===== src/rtl/updc_pkg.sv =====
package updc_pkg;

    // What the count register does this cycle, in priority order
    typedef enum logic [1:0] {
        OP_COUNT = 2'd0,
        OP_LOAD  = 2'd1,
        OP_CLEAR = 2'd2
    } op_e;

    // Direction of a counting step
    typedef enum logic [1:0] {
        STEP_HOLD = 2'd0,
        STEP_INC  = 2'd1,
        STEP_DEC  = 2'd2
    } step_e;

    typedef struct packed {
        op_e   op;
        step_e step;
    } ctrl_t;

    // Two edges in one cycle cancel; a lone edge sets the direction
    function automatic step_e pick_step(input logic up_rise, input logic dn_rise);
        if (up_rise && !dn_rise)      return STEP_INC;
        else if (dn_rise && !up_rise) return STEP_DEC;
        else                          return STEP_HOLD;
    endfunction

    // Clear beats load, load beats counting
    function automatic op_e pick_op(input logic clr, input logic load_n);
        if (clr)          return OP_CLEAR;
        else if (!load_n) return OP_LOAD;
        else              return OP_COUNT;
    endfunction

endpackage


===== src/rtl/updc_edge_sync.sv =====
module updc_edge_sync #(
    parameter int STAGES = 2
) (
    input  logic clk,
    input  logic rst,
    input  logic async_i,
    output logic level_o,
    output logic rise_o
);
    // STAGES synchroniser flops plus one history flop for edge detection
    localparam int DEPTH = STAGES + 1;

    logic [DEPTH-1:0] chain;

    generate
        for (genvar i = 0; i < DEPTH; i++) begin : g_stage
            if (i == 0) begin : g_first
                always_ff @(posedge clk) begin
                    if (rst) chain[0] <= 1'b1;
                    else     chain[0] <= async_i;
                end
            end else begin : g_next
                always_ff @(posedge clk) begin
                    if (rst) chain[i] <= 1'b1;
                    else     chain[i] <= chain[i-1];
                end
            end
        end
    endgenerate

    assign level_o = chain[STAGES-1];
    assign rise_o  = chain[STAGES-1] & ~chain[STAGES];

endmodule


===== src/rtl/updc_count_core.sv =====
module updc_count_core
    import updc_pkg::*;
#(
    parameter int WIDTH = 4
) (
    input  logic             clk,
    input  logic             rst,
    input  ctrl_t            ctrl,
    input  logic [WIDTH-1:0] data,
    output logic [WIDTH-1:0] count
);
    localparam logic [WIDTH-1:0] ONE  = WIDTH'(1);
    localparam logic [WIDTH-1:0] ZERO = '0;

    logic [WIDTH-1:0] q;

    always_ff @(posedge clk) begin
        if (rst) begin
            q <= ZERO;
        end else begin
            unique case (ctrl.op)
                OP_CLEAR: q <= ZERO;
                OP_LOAD:  q <= data;
                default: begin
                    unique case (ctrl.step)
                        STEP_INC: q <= q + ONE;
                        STEP_DEC: q <= q - ONE;
                        default:  q <= q;
                    endcase
                end
            endcase
        end
    end

    assign count = q;

endmodule


===== src/rtl/updc_flag_gen.sv =====
module updc_flag_gen #(
    parameter int WIDTH = 4
) (
    input  logic [WIDTH-1:0] count,
    input  logic             up_level,
    input  logic             dn_level,
    output logic             carry_n,
    output logic             borrow_n
);
    localparam logic [WIDTH-1:0] TOP    = '1;
    localparam logic [WIDTH-1:0] BOTTOM = '0;

    // Both terms come from flops, so the flags do not glitch on counting
    always_comb begin
        carry_n  = ~((count == TOP)    && !up_level);
        borrow_n = ~((count == BOTTOM) && !dn_level);
    end

endmodule


===== src/rtl/updown_dual_counter.sv =====
module updown_dual_counter
    import updc_pkg::*;
#(
    parameter int WIDTH       = 4,
    parameter int SYNC_STAGES = 2
) (
    input  logic             clk,
    input  logic             rst,
    input  logic             cnt_up_i,
    input  logic             cnt_dn_i,
    input  logic             load_n_i,
    input  logic             clr_i,
    input  logic [WIDTH-1:0] data_i,
    output logic [WIDTH-1:0] count_o,
    output logic             carry_n_o,
    output logic             borrow_n_o
);
    logic  up_level, up_rise;
    logic  dn_level, dn_rise;
    ctrl_t ctrl;

    updc_edge_sync #(.STAGES(SYNC_STAGES)) u_up_sync (
        .clk    (clk),
        .rst    (rst),
        .async_i(cnt_up_i),
        .level_o(up_level),
        .rise_o (up_rise)
    );

    updc_edge_sync #(.STAGES(SYNC_STAGES)) u_dn_sync (
        .clk    (clk),
        .rst    (rst),
        .async_i(cnt_dn_i),
        .level_o(dn_level),
        .rise_o (dn_rise)
    );

    always_comb begin
        ctrl.op   = pick_op(clr_i, load_n_i);
        ctrl.step = pick_step(up_rise, dn_rise);
    end

    updc_count_core #(.WIDTH(WIDTH)) u_core (
        .clk  (clk),
        .rst  (rst),
        .ctrl (ctrl),
        .data (data_i),
        .count(count_o)
    );

    updc_flag_gen #(.WIDTH(WIDTH)) u_flags (
        .count   (count_o),
        .up_level(up_level),
        .dn_level(dn_level),
        .carry_n (carry_n_o),
        .borrow_n(borrow_n_o)
    );

endmodule


===== config.mk =====
export PLATFORM = sky130hd
export DESIGN_NAME = updown_dual_counter
export DESIGN_NICKNAME = d
export VERILOG_FILES = /design/src/rtl/updc_pkg.sv /design/src/rtl/updc_edge_sync.sv /design/src/rtl/updc_count_core.sv /design/src/rtl/updc_flag_gen.sv /design/src/rtl/updown_dual_counter.sv
export SDC_FILE = /design/constraint.sdc
export NUM_CORES = 1
export LEC_CHECK = 0
export BUFFER_PORTS_ARGS = -buffer_cell sky130_fd_sc_hd__clkbuf_2
export CORE_MARGIN = 5
export CORE_UTILIZATION = 30
export CTS_CLUSTER_SIZE = 28
export DETAILED_ROUTE_END_ITERATION = 12
export GPL_TIMING_DRIVEN = 0
export PLACE_DENSITY_LB_ADDON = 0.15
export SYNTH_ARGS = -nofsm -noshare
export SYNTH_HDL_FRONTEND = slang
export SYNTH_SLANG_ARGS = --single-unit

===== constraint.sdc =====
create_clock -name clk -period 1.8 [get_ports clk]
set_clock_uncertainty 0.2 [all_clocks]
set_input_delay 0.18 -clock clk [delete_from_list [all_inputs] [get_ports clk]]
set_output_delay 0.18 -clock clk [all_outputs]
set_load 0.05 [all_outputs]

==> qor.csv <==
stage,metric,value,unit
outcome,status,finished with violations,
outcome,failing checks,negative setup slack,
setup_path,CP required,1790,ps
setup_path,CP Launch Type,flop,
floorplan,die width,51.1,µm
sta,Fmax,0.540,GHz
setup_path,maximum fanout along the worst path,2,
cells_and_area,area grow syn2layout,50.1,%
floorplan,io pins,16,
synth,Post-Synthesis Cells,56,
setup_path,Setup CP Type,flop to flop,
clock_tree,worst-skew pair later-pin latency,250,ps
detailed_routing,initial DRC count,5,
global_routing,global-route wire length before repair,1.88,mm
flow_run,max-cap viol count,0,
detailed_routing,DRC,0,
clock_tree,H-tree levels,1,
cells_and_area,Final #Nets,97,
synth,Ys Warns,0,
power,total power,0.527,mW
floorplan,# rows,14,
floorplan,Initial Utilization,32.5,%
global_routing,largest net degree at the start of global routing,10,
cells_and_area,Util after Layout,48.8,%
placement,IO buf count,14,
sta,Rel. slew slack,77.7,%
synth,Synth area leaders,"dfxtp_1 40%, or2_2 8.6%, ha_1 7.4%, nor3b_1 5.9%, mux2i_1 4.0%",
setup_path,crit path DAT,1850,ps
global_routing,grt ovf,0,
cells_and_area,antenna cells,0,
setup_path,crit end category,flop,
detailed_routing,total number of vias,481,
synth,average size of a mapped cell,9.05,µm²
placement,hpwl dp,788,µm
power,Lkg Pwr,0.327,nW
sta,Slew @ Worst Pin,334,ps
min_path,Min-Delay Path Class,primary input to flop,
detailed_routing,final WL,1.06,mm
synth,Yosys top cell by area,dfxtp_1,
synth,top cell type's share of synthesized area,39.5,%
synth,#FFs+latches synth,10,
detailed_routing,DR pass1 iterations,4,
sta,Final TNS setup,-53.5,ps
sta,final setup margin,-53.5,ps
setup_path,Worst R2R Path Depth,8,
detailed_routing,Final ANT Viol Nets,0,
clock_tree,CTS tree,built,
sta,crit path time final,1850,ps
placement,GPL Wtd Cong,0.730,
global_routing,GRT Overall Usage,9.22,%
detailed_routing,Routed wire per std cell,10.7,µm
clock_tree,TritonCTS buffer count,3,
detailed_routing,number of vias per cell,4.86,
synth,syn nets,69,
clock_tree,Sink Count,10,
sta,setup violators final,1,
global_routing,vias in the first global route,418,
floorplan,core footprint,0.00156,mm²
sta,"Slew Viols, Final",0,
floorplan,die height,51.1,µm
global_routing,initial antenna violation count,0,
sta,WHS,25.0,ps
floorplan,die area,0.00261,mm²
cells_and_area,layout cells sized above 1,48.2,%
min_path,Hold Path Stages,3,
clock_tree,Clock Pin Slew Worst Setup and Hold Paths,70,ps
sta,"Hold Vio Cnt, Final",0,
synth,Yosys cell types,23,
power,VDD IR max,0.440,mV
power,PD cells,693,mW/mm²
sta,RSZ-0062 raised after global routing,true,
clock_tree,root buf cell,clkbuf_4,
placement,pre-CTS WS,-132,ps
synth,Post-Syn Area,507,µm²
sta,fin crit share,103,%
synth,sequential-to-total area share from yosys stat,39.5,%
clock_tree,clock buffer depth,2,
critical path: stages (launching register included):
cell     delay [ps]
dfxtp_2         330
nor2b_4         160
ha_4            140
xor2_1          150
ha_2            190
a21oi_2          30
xor2_1          140
or3_1           300
a31oi_1         160
metrics by stage:
step           cell area [µm²]  cells
6_report                   761     99
5_1_grt                    761     99
4_1_cts                    753     99
3_5_place_dp               633     86
3_3_place_gp               633     86
2_1_floorplan              543     56
logic make-up (layout without fill, tap and decap cells):
family	Yosys count	after routing	synth area share, %
xor gates and xnor gates	3	3	5.19
muxes	2	2	3.95
AOI/OAI and AO/OA	9	9	9.88
adders and majority gates	3	3	7.41
and+or+nand+nor	27	27	31.1
buffers and inverters	2	29	2.96
DFF	10	10	39.5
repair_timing:
item,CTS,global route
setup buffers,3,0
hold buffers,6,0
endpoints found under the setup margin,1,2
resized for setup,1,2
endpoints found under the hold margin,4,0
pin swaps,2,1
path summary, 6_finish.rpt:
| path | start | end | slack, ps |
|---|---|---|---|
| max | u_dn_sync.level_o | u_core.count[2] | -50 |
| min | data_i[2] | u_core.count[2] | 20 |
| max reg2reg | u_dn_sync.level_o | u_core.count[2] | -50 |
| min reg2reg | u_dn_sync.chain[0] | u_dn_sync.level_o | 210 |
flip-flops by register name, indices dropped and copies added, names as in the netlist:
signal and cells:
u_core.count 4, u_dn_sync.chain 2, u_up_sync.chain 2, u_dn_sync.level_o 1, u_up_sync.level_o 1
cell usage after synthesis:
master / number
ha_1: 3
a21oi_1: 2
nor2_1: 4
buf_6: 1
nand2_1: 3
xor2_1: 2
clkbuf_1: 1
nand4b_1: 1
nand4_1: 1
or2_2: 7
or3_1: 1
nor3_1: 3
mux2i_1: 2
nor2b_1: 1
nor3b_1: 4
and3b_1: 1
a21oi_2: 1
xnor2_1: 1
a31oi_1: 1
o21ai_1: 1
o21ai_0: 4
dfxtp_1: 10
nand2b_1: 1
report_power, final:
group / internal, mW / switching (mW)
registers: 0.231 / 0.00815
clock network: 0.122 / 0.0748
logic: 0.0432 / 0.0474
total: 0.396 / 0.130
routing by layer:
metal	global-route usage (%)	part of all wire, %	routed length [µm]	vias up
met3	1.74	4.6	49	0
met1	13.7	50	528	221
met2	13.3	46	483	11
li1	-	-	-	249
met5	0	0	0	-
met4	2.69	0	0	0
layout make-up:
| class | count | area (µm²) |
|---|---|---|
| Fill cell | 142 | 798 |
| Multi-Input combinational cell | 44 | 329 |
| Sequential cell | 10 | 208 |
| Timing Repair Buffer | 23 | 153 |
| Clock buffer | 4 | 36.3 |
| Tap cell | 16 | 20.0 |
| Buffer | 2 | 15.0 |
cells in the final DEF, fill, tap and decap left out, types with 2 or more instances in the layout:
cell / instances
nor3b_1: 3
o21ai_0: 4
xor2_1: 2
dfxtp_1: 6
dlygate4sd3_1: 6
clkbuf_2: 14
nor3_1: 3
clkbuf_4: 3
nand2_1: 3
a21oi_1: 2
mux2i_1: 2
ha_2: 2
or2_2: 7
dfxtp_2: 3
buf_4: 3
nor2_1: 4
Power figures use the tool's default switching activity.
